--- src/rtl/baud_gen_pkg.sv ---
package baud_gen_pkg;

  typedef struct packed {
    logic tx;
    logic rx;
  } dir_sel_t;

  localparam int unsigned NUM_DIR = 2;
  localparam int unsigned DIR_TX  = 0;
  localparam int unsigned DIR_RX  = 1;

endpackage

--- src/rtl/baud_rst_sync.sv ---
module baud_rst_sync #(
  parameter int unsigned STAGES = 2
) (
  input  logic clk,
  input  logic rst_n,
  output logic rst_sync_n
);

  logic [STAGES-1:0] sync_q;

  always_ff @(posedge clk or negedge rst_n) begin
    if (!rst_n) begin
      sync_q <= '0;
    end else begin
      sync_q <= {sync_q[STAGES-2:0], 1'b1};
    end
  end

  assign rst_sync_n = sync_q[STAGES-1];

endmodule

--- src/rtl/baud_reload_timer.sv ---
module baud_reload_timer #(
  parameter int unsigned CNT_W = 16
) (
  input  logic             clk,
  input  logic             rst_n,
  input  logic             cnt_en,
  input  logic             preset_we,
  input  logic [CNT_W-1:0] preset_data,
  output logic             ovf
);

  localparam logic [CNT_W-1:0] ALL_ONES = {CNT_W{1'b1}};

  logic [CNT_W-1:0] count_q, count_d;
  logic [CNT_W-1:0] preset_q, preset_d;
  logic             at_top;

  always_comb begin
    at_top   = (count_q == ALL_ONES);
    ovf      = cnt_en && at_top;
    preset_d = preset_we ? preset_data : preset_q;
    count_d  = count_q;
    if (cnt_en) begin
      count_d = at_top ? preset_q : count_q + CNT_W'(1);
    end
  end

  always_ff @(posedge clk or negedge rst_n) begin
    if (!rst_n) begin
      count_q  <= ALL_ONES;
      preset_q <= '0;
    end else begin
      count_q  <= count_d;
      preset_q <= preset_d;
    end
  end

  AST_COUNT_STEP: assert property (@(posedge clk) disable iff (!rst_n)
    (cnt_en && !at_top) |=> (count_q == $past(count_q) + CNT_W'(1)));
  AST_COUNT_HOLD: assert property (@(posedge clk) disable iff (!rst_n)
    !cnt_en |=> $stable(count_q));
  AST_RELOAD_PRESET: assert property (@(posedge clk) disable iff (!rst_n)
    ovf |=> (count_q == $past(preset_q)));

endmodule

--- src/rtl/baud_src_select.sv ---
module baud_src_select
  import baud_gen_pkg::*;
(
  input  logic clk,
  input  logic rst_n,
  input  logic ovf,
  input  logic tx_sel,
  input  logic rx_sel,
  input  logic alt_ovf,
  input  logic flag_clr,
  output logic tx_evt,
  output logic rx_evt,
  output logic div_clr,
  output logic ovf_flag
);

  dir_sel_t eff_q, eff_d, req;
  logic     gen_mode;
  logic     flag_q, flag_d;

  always_comb begin
    req.tx   = tx_sel;
    req.rx   = rx_sel;
    gen_mode = eff_q.tx | eff_q.rx;
    eff_d    = ovf ? req : eff_q;
    div_clr  = ovf && !gen_mode && (req.tx | req.rx);
    tx_evt   = eff_q.tx ? ovf : alt_ovf;
    rx_evt   = eff_q.rx ? ovf : alt_ovf;
    flag_d   = flag_q;
    if (ovf && !gen_mode) begin
      flag_d = 1'b1;
    end else if (flag_clr) begin
      flag_d = 1'b0;
    end
  end

  always_ff @(posedge clk or negedge rst_n) begin
    if (!rst_n) begin
      eff_q  <= '0;
      flag_q <= 1'b0;
    end else begin
      eff_q  <= eff_d;
      flag_q <= flag_d;
    end
  end

  assign ovf_flag = flag_q;

  AST_SEL_DEFERRED: assert property (@(posedge clk) disable iff (!rst_n)
    !ovf |=> $stable(eff_q));
  AST_FLAG_QUIET_GEN: assert property (@(posedge clk) disable iff (!rst_n)
    (gen_mode && !flag_q) |=> !flag_q);
  AST_FLAG_SOURCE: assert property (@(posedge clk) disable iff (!rst_n)
    $rose(flag_q) |-> $past(ovf && !gen_mode));

endmodule

--- src/rtl/baud_tick_div.sv ---
module baud_tick_div #(
  parameter int unsigned DIV = 16
) (
  input  logic clk,
  input  logic rst_n,
  input  logic evt,
  input  logic clr,
  output logic tick
);

  localparam int unsigned DIV_W = (DIV > 1) ? $clog2(DIV) : 1;
  localparam logic [DIV_W-1:0] LAST = DIV_W'(DIV - 1);

  logic [DIV_W-1:0] cnt_q, cnt_d;
  logic             tick_q, tick_d;
  logic             wrap;

  always_comb begin
    wrap   = evt && (cnt_q == LAST);
    tick_d = !clr && wrap;
    cnt_d  = cnt_q;
    if (clr || wrap) begin
      cnt_d = '0;
    end else if (evt) begin
      cnt_d = cnt_q + DIV_W'(1);
    end
  end

  always_ff @(posedge clk or negedge rst_n) begin
    if (!rst_n) begin
      cnt_q  <= '0;
      tick_q <= 1'b0;
    end else begin
      cnt_q  <= cnt_d;
      tick_q <= tick_d;
    end
  end

  assign tick = tick_q;

  AST_TICK_SINGLE: assert property (@(posedge clk) disable iff (!rst_n)
    tick_q |=> !tick_q);
  AST_TICK_FROM_EVT: assert property (@(posedge clk) disable iff (!rst_n)
    tick_q |-> ($past(evt) && cnt_q == '0));
  AST_CLR_EMPTIES: assert property (@(posedge clk) disable iff (!rst_n)
    clr |=> (cnt_q == '0 && !tick_q));

endmodule

--- src/rtl/baud_tick_gen.sv ---
module baud_tick_gen
  import baud_gen_pkg::*;
#(
  parameter int unsigned CNT_W = 16,
  parameter int unsigned DIV   = 16
) (
  input  logic             clk,
  input  logic             rst_n,
  input  logic             cnt_en,
  input  logic             preset_we,
  input  logic [CNT_W-1:0] preset_data,
  input  logic             tx_sel,
  input  logic             rx_sel,
  input  logic             alt_ovf,
  input  logic             flag_clr,
  output logic             tx_tick,
  output logic             rx_tick,
  output logic             ovf_flag
);

  logic               rst_i_n;
  logic               ovf;
  logic               div_clr;
  logic [NUM_DIR-1:0] evt;
  logic [NUM_DIR-1:0] tick;

  baud_rst_sync #(.STAGES(2)) u_rst_sync (
    .clk        (clk),
    .rst_n      (rst_n),
    .rst_sync_n (rst_i_n)
  );

  baud_reload_timer #(.CNT_W(CNT_W)) u_timer (
    .clk         (clk),
    .rst_n       (rst_i_n),
    .cnt_en      (cnt_en),
    .preset_we   (preset_we),
    .preset_data (preset_data),
    .ovf         (ovf)
  );

  baud_src_select u_select (
    .clk      (clk),
    .rst_n    (rst_i_n),
    .ovf      (ovf),
    .tx_sel   (tx_sel),
    .rx_sel   (rx_sel),
    .alt_ovf  (alt_ovf),
    .flag_clr (flag_clr),
    .tx_evt   (evt[DIR_TX]),
    .rx_evt   (evt[DIR_RX]),
    .div_clr  (div_clr),
    .ovf_flag (ovf_flag)
  );

  for (genvar d = 0; d < NUM_DIR; d++) begin : g_dir
    baud_tick_div #(.DIV(DIV)) u_div (
      .clk   (clk),
      .rst_n (rst_i_n),
      .evt   (evt[d]),
      .clr   (div_clr),
      .tick  (tick[d])
    );
  end

  assign tx_tick = tick[DIR_TX];
  assign rx_tick = tick[DIR_RX];

  AST_RESET_QUIET: assert property (@(posedge clk)
    !rst_i_n |-> (!tx_tick && !rx_tick && !ovf_flag));

endmodule

--- config.mk ---
export PLATFORM = sky130hd
export DESIGN_NAME = baud_tick_gen
export DESIGN_NICKNAME = d
export VERILOG_FILES = /design/src/rtl/baud_gen_pkg.sv /design/src/rtl/baud_rst_sync.sv /design/src/rtl/baud_reload_timer.sv /design/src/rtl/baud_src_select.sv /design/src/rtl/baud_tick_div.sv /design/src/rtl/baud_tick_gen.sv
export SDC_FILE = /design/constraint.sdc
export NUM_CORES = 1
export LEC_CHECK = 0
export ABC_CLOCK_PERIOD_IN_PS = 2850
export CORE_ASPECT_RATIO = 1.5
export CORE_UTILIZATION = 30
export CTS_CLUSTER_DIAMETER = 40
export DETAILED_ROUTE_END_ITERATION = 8
export REMOVE_ABC_BUFFERS = 1
export SLEW_MARGIN = 20
export SYNTH_ARGS = -nofsm -noshare
export SYNTH_HDL_FRONTEND = slang
export SYNTH_SLANG_ARGS = --single-unit
--- constraint.sdc ---
create_clock -name clk -period 2.85 [get_ports clk]
set_input_delay 0.4275 -clock clk [delete_from_list [all_inputs] [get_ports clk]]
set_output_delay 0.4275 -clock clk [all_outputs]
set_load 0.05 [all_outputs]
# == After elaboration in Yosys (flattened, before gate mapping) ==
# Index checks and enable logic that the tools add are counted.
# W data, S select, Z words.
# word_totals
word_cells,41
ff_bits,47
out_inout_bits,3
# op_classes
bitwise,2
n_reduce_logical,14
eq_ne,3
add_sub_neg,3
muxes,9
# ops
operator,count
$add A16 B1 Y16 const B,1
$eq A16 B16 Y1 const B,1
$mux W16,1
$mux W4,4
$add A4 B1 Y4 const B,2
$eq A4 B4 Y1 const B,2
$logic_and A1 B1 Y1,7
$reduce_bool A2 Y1,3
$mux W1,4
$logic_not A1 Y1,2
$logic_or A1 B1 Y1,2
$or A1 B1 Y1,2

# == Depth between registers and ports, before layout ==
# depth
ltp_word,6
mapped_depth,7
depth_no_buf,6

# == By module ==
# From an unflattened synthesis, not the netlist that was laid out.
# unflattened
cells_unflattened,208
area_unflattened_um2,2268.4
# modules_own_cells
module,cells_each,area_each_um2,n_inst
baud_reload_timer,149,1596.5,1
baud_tick_div,22,229.0,2
baud_src_select,12,160.2,1
baud_rst_sync,3,53.8,1

# == Worst setup path after synthesis ==
# OpenSTA, ideal clock, no wires.
# synth_timing
path_kind,reg-to-reg
from,register u_timer.count_q[0]
to,register g_dir[0].u_div.cnt_q[2]
setup_time_ps,120
period_less_slack_ps,2168
n_path_buf,1
path_slack_ps,682
stages_incl_launch_ff,8
required_time_ps,2730
arrival_time_ps,2049
path_cell_list,dfstp_2 -> ha_1 -> nand4_2 -> or4_1 -> buf_6 -> o2bb2a_4 -> xor2_1 -> nor2_2
# synth_via
elab_chain_len,6
elab_cells_between_ends,9
cone_classes,1 x eq/ne; 2 x mux; 6 x reduce/logical
# synth_lines
element,line,source
start: declaration,baud_reload_timer.sv:14,"logic [CNT_W-1:0] count_q, count_d;"
start signal: assignment,baud_reload_timer.sv:33,count_q <= count_d;
$eq A16 B16 Y1 (*),baud_reload_timer.sv:19,at_top = (count_q == ALL_ONES);
$logic_and A1 B1 Y1 (*),baud_reload_timer.sv:20,ovf = cnt_en && at_top;
$mux W1 or $logic_and A1 B1 Y1 (tied branches),"baud_src_select.sv:27, baud_src_select.sv:26",
$logic_and A1 B1 Y1 (on tied branches),"baud_tick_div.sv:19, baud_src_select.sv:26",
$logic_or A1 B1 Y1,baud_tick_div.sv:22,if (clr || wrap) begin
$mux W4 or $reduce_bool A2 Y1 (tied branches),-,
end signal: assignment,baud_tick_div.sv:34,cnt_q <= cnt_d;
end: declaration,baud_tick_div.sv:14,"logic [DIV_W-1:0] cnt_q, cnt_d;"
# Mark *: on every way between the ends. The rest lies on a longest branch, timed or not.
# A chain may end at the register's enable or synchronous reset.

# == Worst setup path in the final report ==
# layout_timing
from,register u_timer.count_q[0]
to,register u_timer.count_q[13]
# layout_via
elab_chain_len,2
elab_cells_between_ends,3
cone_classes,1 x add/sub; 1 x eq/ne; 1 x mux
# layout_lines
element,line,source
$add A16 B1 Y16 or $eq A16 B16 Y1 (tied branches),"baud_reload_timer.sv:24, baud_reload_timer.sv:19",
$mux W16 (*),baud_reload_timer.sv:24,count_d = at_top ? preset_q : count_q + CNT_W'(1);
# Marks and branches as above.

==> results.py <==
metrics = {
    "yosys": {
        "syn_inst": 229,
        "syn-cell-area_um2": 2380,
        "yosys_register_bits": 47,
        "ys_seq_area_share_pct": 50.3,
        "syn-mean-instance-area_um2": 10.4,
        "yosysWarnings": 0,
        "synth_cell_types": 47,
    },
    "timing": {
        "final.setup.tns_ns": 0,
        "report.final.slew_viol_count": 0,
        "hold_ws_ns": 0.312,
        "setup-violations-final": 0,
        "skew_ns": 0.00542,
        "fmax_mhz": 417,
        "tightest_slew_ns": 0.968,
        "grt_setup_unrepaired": "false",
        "relSlewSlack_pct": 35.5,
        "finalHoldViolCount": 0,
        "period_share_pct": 84.1,
        "period_minus_slack_ns": 2.40,
    },
    "cells_and_area": {
        "final_cells": 359,
        "final_nets": 283,
        "antenna_cells": 0,
        "drive_above_1_share_pct": 21.0,
        "area_growth_pct": 22.1,
        "n_fill_cell": 772,
        "multiInputGateArea_um2": 1120,
        "seq_area_um2": 1200,
        "fin_util_pct": 37.9,
    },
    "power": {
        "clock_power_share_pct": 31.0,
        "swShare_pct": 29.6,
        "leakagePower_nw": 1.11,
        "comb_power_share_pct": 19.0,
        "internal_power_mw": 1.46,
        "power_density_nw_per_um2": 715,
        "ir_worst_vdd_v": 0.000334,
        "pwr-share-seq_pct": 50.0,
        "netSwitchingPower_uw": 614,
    },
    "cts": {
        "clockRootBuffer": "clkbuf_16",
        "postCtsHoldBufs": 0,
        "ctsResizeCount": 0,
        "cts_tree": "built",
        "cts.sinks": 47,
        "post_cts_buffers": 0,
        "clockBufferDepth": 2,
        "cts_made_buffers": 5,
        "htree_levels": 2,
        "clk_latency_ns": 0.28,
        "clkTransAtPathRegs_ns": 0.06,
    },
    "placed_design": {
        "place_hpwl_mm": 3.57,
        "gp_congestion": 0.859,
        "port_buffers": 26,
        "dp_cells": 351,
    },
    "worst_setup_path": {
        "cp.required_ns": 3.05,
        "cp_max_fo": 10,
        "end_kind": "flop",
        "r2r-start": "u_timer.count_q[0]$_DFFE_PN1P_",
        "start_kind": "flop",
        "crit_type": "flop to flop",
        "crit_path_start": "u_timer.count_q[0]$_DFFE_PN1P_",
        "worstPathArrival_ns": 2.60,
        "r2r_slack_ns": 0.45,
    },
    "drt": {
        "dr_total_vias": 1832,
        "via_per_inst": 5.10,
        "drc_errors": 0,
        "wl_per_cell_um": 13.7,
        "drt_iter0_markers": 75,
        "wirelength_mm": 4.92,
        "dr.pass1.iters": 4,
        "ant_nets": 0,
    },
    "grt": {
        "grt-ovfl-total": 0,
        "grt_pass1_wl_mm": 8.63,
        "antenna_found_initial": 0,
        "grt_pass1_vias": 1797,
        "track_usage_pct": 13.4,
        "grt_max_degree": 46,
    },
    "floorplanning": {
        "die_x_um": 74.7,
        "start_util_pct": 31.0,
        "core.rowCount": 39,
        "coreArea_um2": 7660,
        "dieHeight_um": 111,
        "ios": 27,
        "die-area_um2": 8300,
    },
    "worst_hold_path": {
        "min_path_type": "input port to async pin",
    },
    "run_status": {
        "status": "finished, final reports clean",
    },
    "run": {
        "drv_cap": 0,
    },
}
final cells by class:
type,count,share of cell area [%]
sequential,47,41.2
multi-input combinational,170,38.7
timing repair buffer,29,9.73
clock buffer,7,4.57
tap,102,4.39
clock inverter,1,1.03
inverter,3,0.388
cell usage in the layout, fill, tap and decap left out, types with 3 or more instances in the layout:
cell type and count:
buf_4 3, nand2_1 28, dfrtp_1 30, clkdlybuf4s50_1 26
ha_1 3, nand3_1 14, nor2_1 12, mux2_2 16
o21ai_0 16, nand4_1 4, nor4_1 3, clkbuf_16 5
a31oi_1 5, a21oi_1 23, nor3_1 7, dfstp_2 16
xor2_1 3
layer usage:
layer,vias up,wire [um],track usage (%)
met1,894,2140,16.9
met3,7,132,2.18
li1,899,-,-
met2,32,2550,22.4
met4,0,102,4.78
met5,-,0,0
metrics by stage:
step	cell area [um2]	setup slack [ns]	total power, mW
finish	2910	0.453	2.08
global route	2910	0.323	2.21
CTS	2910	0.461	2.10
detailed placement	2740	0.439	1.45
global placement	2740	0.455	1.43
floorplan	2330	0.343	1.29
worst max-delay path, cell delays in order (launching register included):
cell     delay, ns
dfstp_2       0.58
ha_1          0.30
nand3_1       0.23
or4_1         0.77
o31a_2        0.20
o21ai_0       0.14
o21ai_0       0.10
cell usage after synthesis, drive strengths merged:
| library cell | instances | area [um2] |
|---|---|---|
| mux2 | 16 | 180 |
| conb | 1 | 3.75 |
| nand3 | 14 | 70.1 |
| dfrtp | 31 | 776 |
| nand2 | 28 | 105 |
| and4 | 3 | 27.5 |
| nand3b | 2 | 15.0 |
| mux2i | 2 | 20.0 |
| o211ai | 1 | 7.51 |
| nand2b | 1 | 6.26 |
| or4 | 2 | 15.0 |
| clkbuf | 4 | 16.3 |
| o2111a | 1 | 11.3 |
| xor2 | 3 | 26.3 |
| inv | 2 | 7.51 |
| a311o | 1 | 10.0 |
| nor2b | 2 | 12.5 |
| nor3 | 7 | 35.0 |
| a31oi | 5 | 31.3 |
| a21oi | 23 | 115 |
| a21boi | 1 | 7.51 |
| or3 | 2 | 12.5 |
| nor4b | 1 | 15.0 |
| dfstp | 16 | 420 |
| ha | 3 | 37.5 |
| a211oi | 1 | 7.51 |
| clkinv | 1 | 3.75 |
| a41oi | 1 | 8.76 |
| or3b | 3 | 26.3 |
| nor4 | 4 | 40.0 |
| o21ai | 16 | 80.1 |
| o2bb2a | 2 | 40.0 |
| buf | 5 | 31.3 |
| a211o | 1 | 8.76 |
| nand4 | 7 | 71.3 |
| o31a | 1 | 10.0 |
| and3 | 1 | 6.26 |
| nand4b | 1 | 8.76 |
| nor2 | 13 | 51.3 |
registers in the layout, indices dropped and copies added (netlist names):
signal and count:
g_dir.u_div.tick 2, u_timer.preset_q 16, g_dir.u_div.cnt_q 8, u_rst_sync.sync_q 2, u_select.eff_q 2, u_select.ovf_flag 1
u_timer.count_q 16
kinds of logic (layout without fill, tap and decap cells):
family,Yosys count,in the layout,synth area share (%)
and+or+nand+nor,91,91,21.8
buffers and inverters,12,40,2.47
muxes,18,18,8.42
xor gates and xnor gates,3,3,1.10
DFF,47,47,50.3
other,1,1,0.158
AOI/OAI and AO/OA,54,54,14.2
adders and majority gates,3,3,1.58
power groups by stage:
stage | Clock, mW | Sequential, mW | Combinational (mW)
final | 0.644 | 1.04 | 0.394
after global placement | 0 | 1.04 | 0.390
after global routing | 0.693 | 1.06 | 0.451
after CTS | 0.663 | 1.04 | 0.401
after floorplan | 0 | 1.01 | 0.286
after detailed placement | 0 | 1.05 | 0.398
path summary, 6_finish.rpt:
check | to | depth (start not counted)
min reg2reg | u_rst_sync.sync_q[1]$_DFF_PN0_ | 0
max reg2reg | u_timer.count_q[13]$_DFFE_PN1P_ | 6
min | u_rst_sync.sync_q[0]$_DFF_PN0_ | 1
min in group clk | u_rst_sync.sync_q[1]$_DFF_PN0_ | 0
max in group asynchronous | u_select.eff_q[0]$_DFFE_PN0P_ | 0
max | u_timer.count_q[13]$_DFFE_PN1P_ | 6
Note: power is estimated with default switching activity, not from simulation.
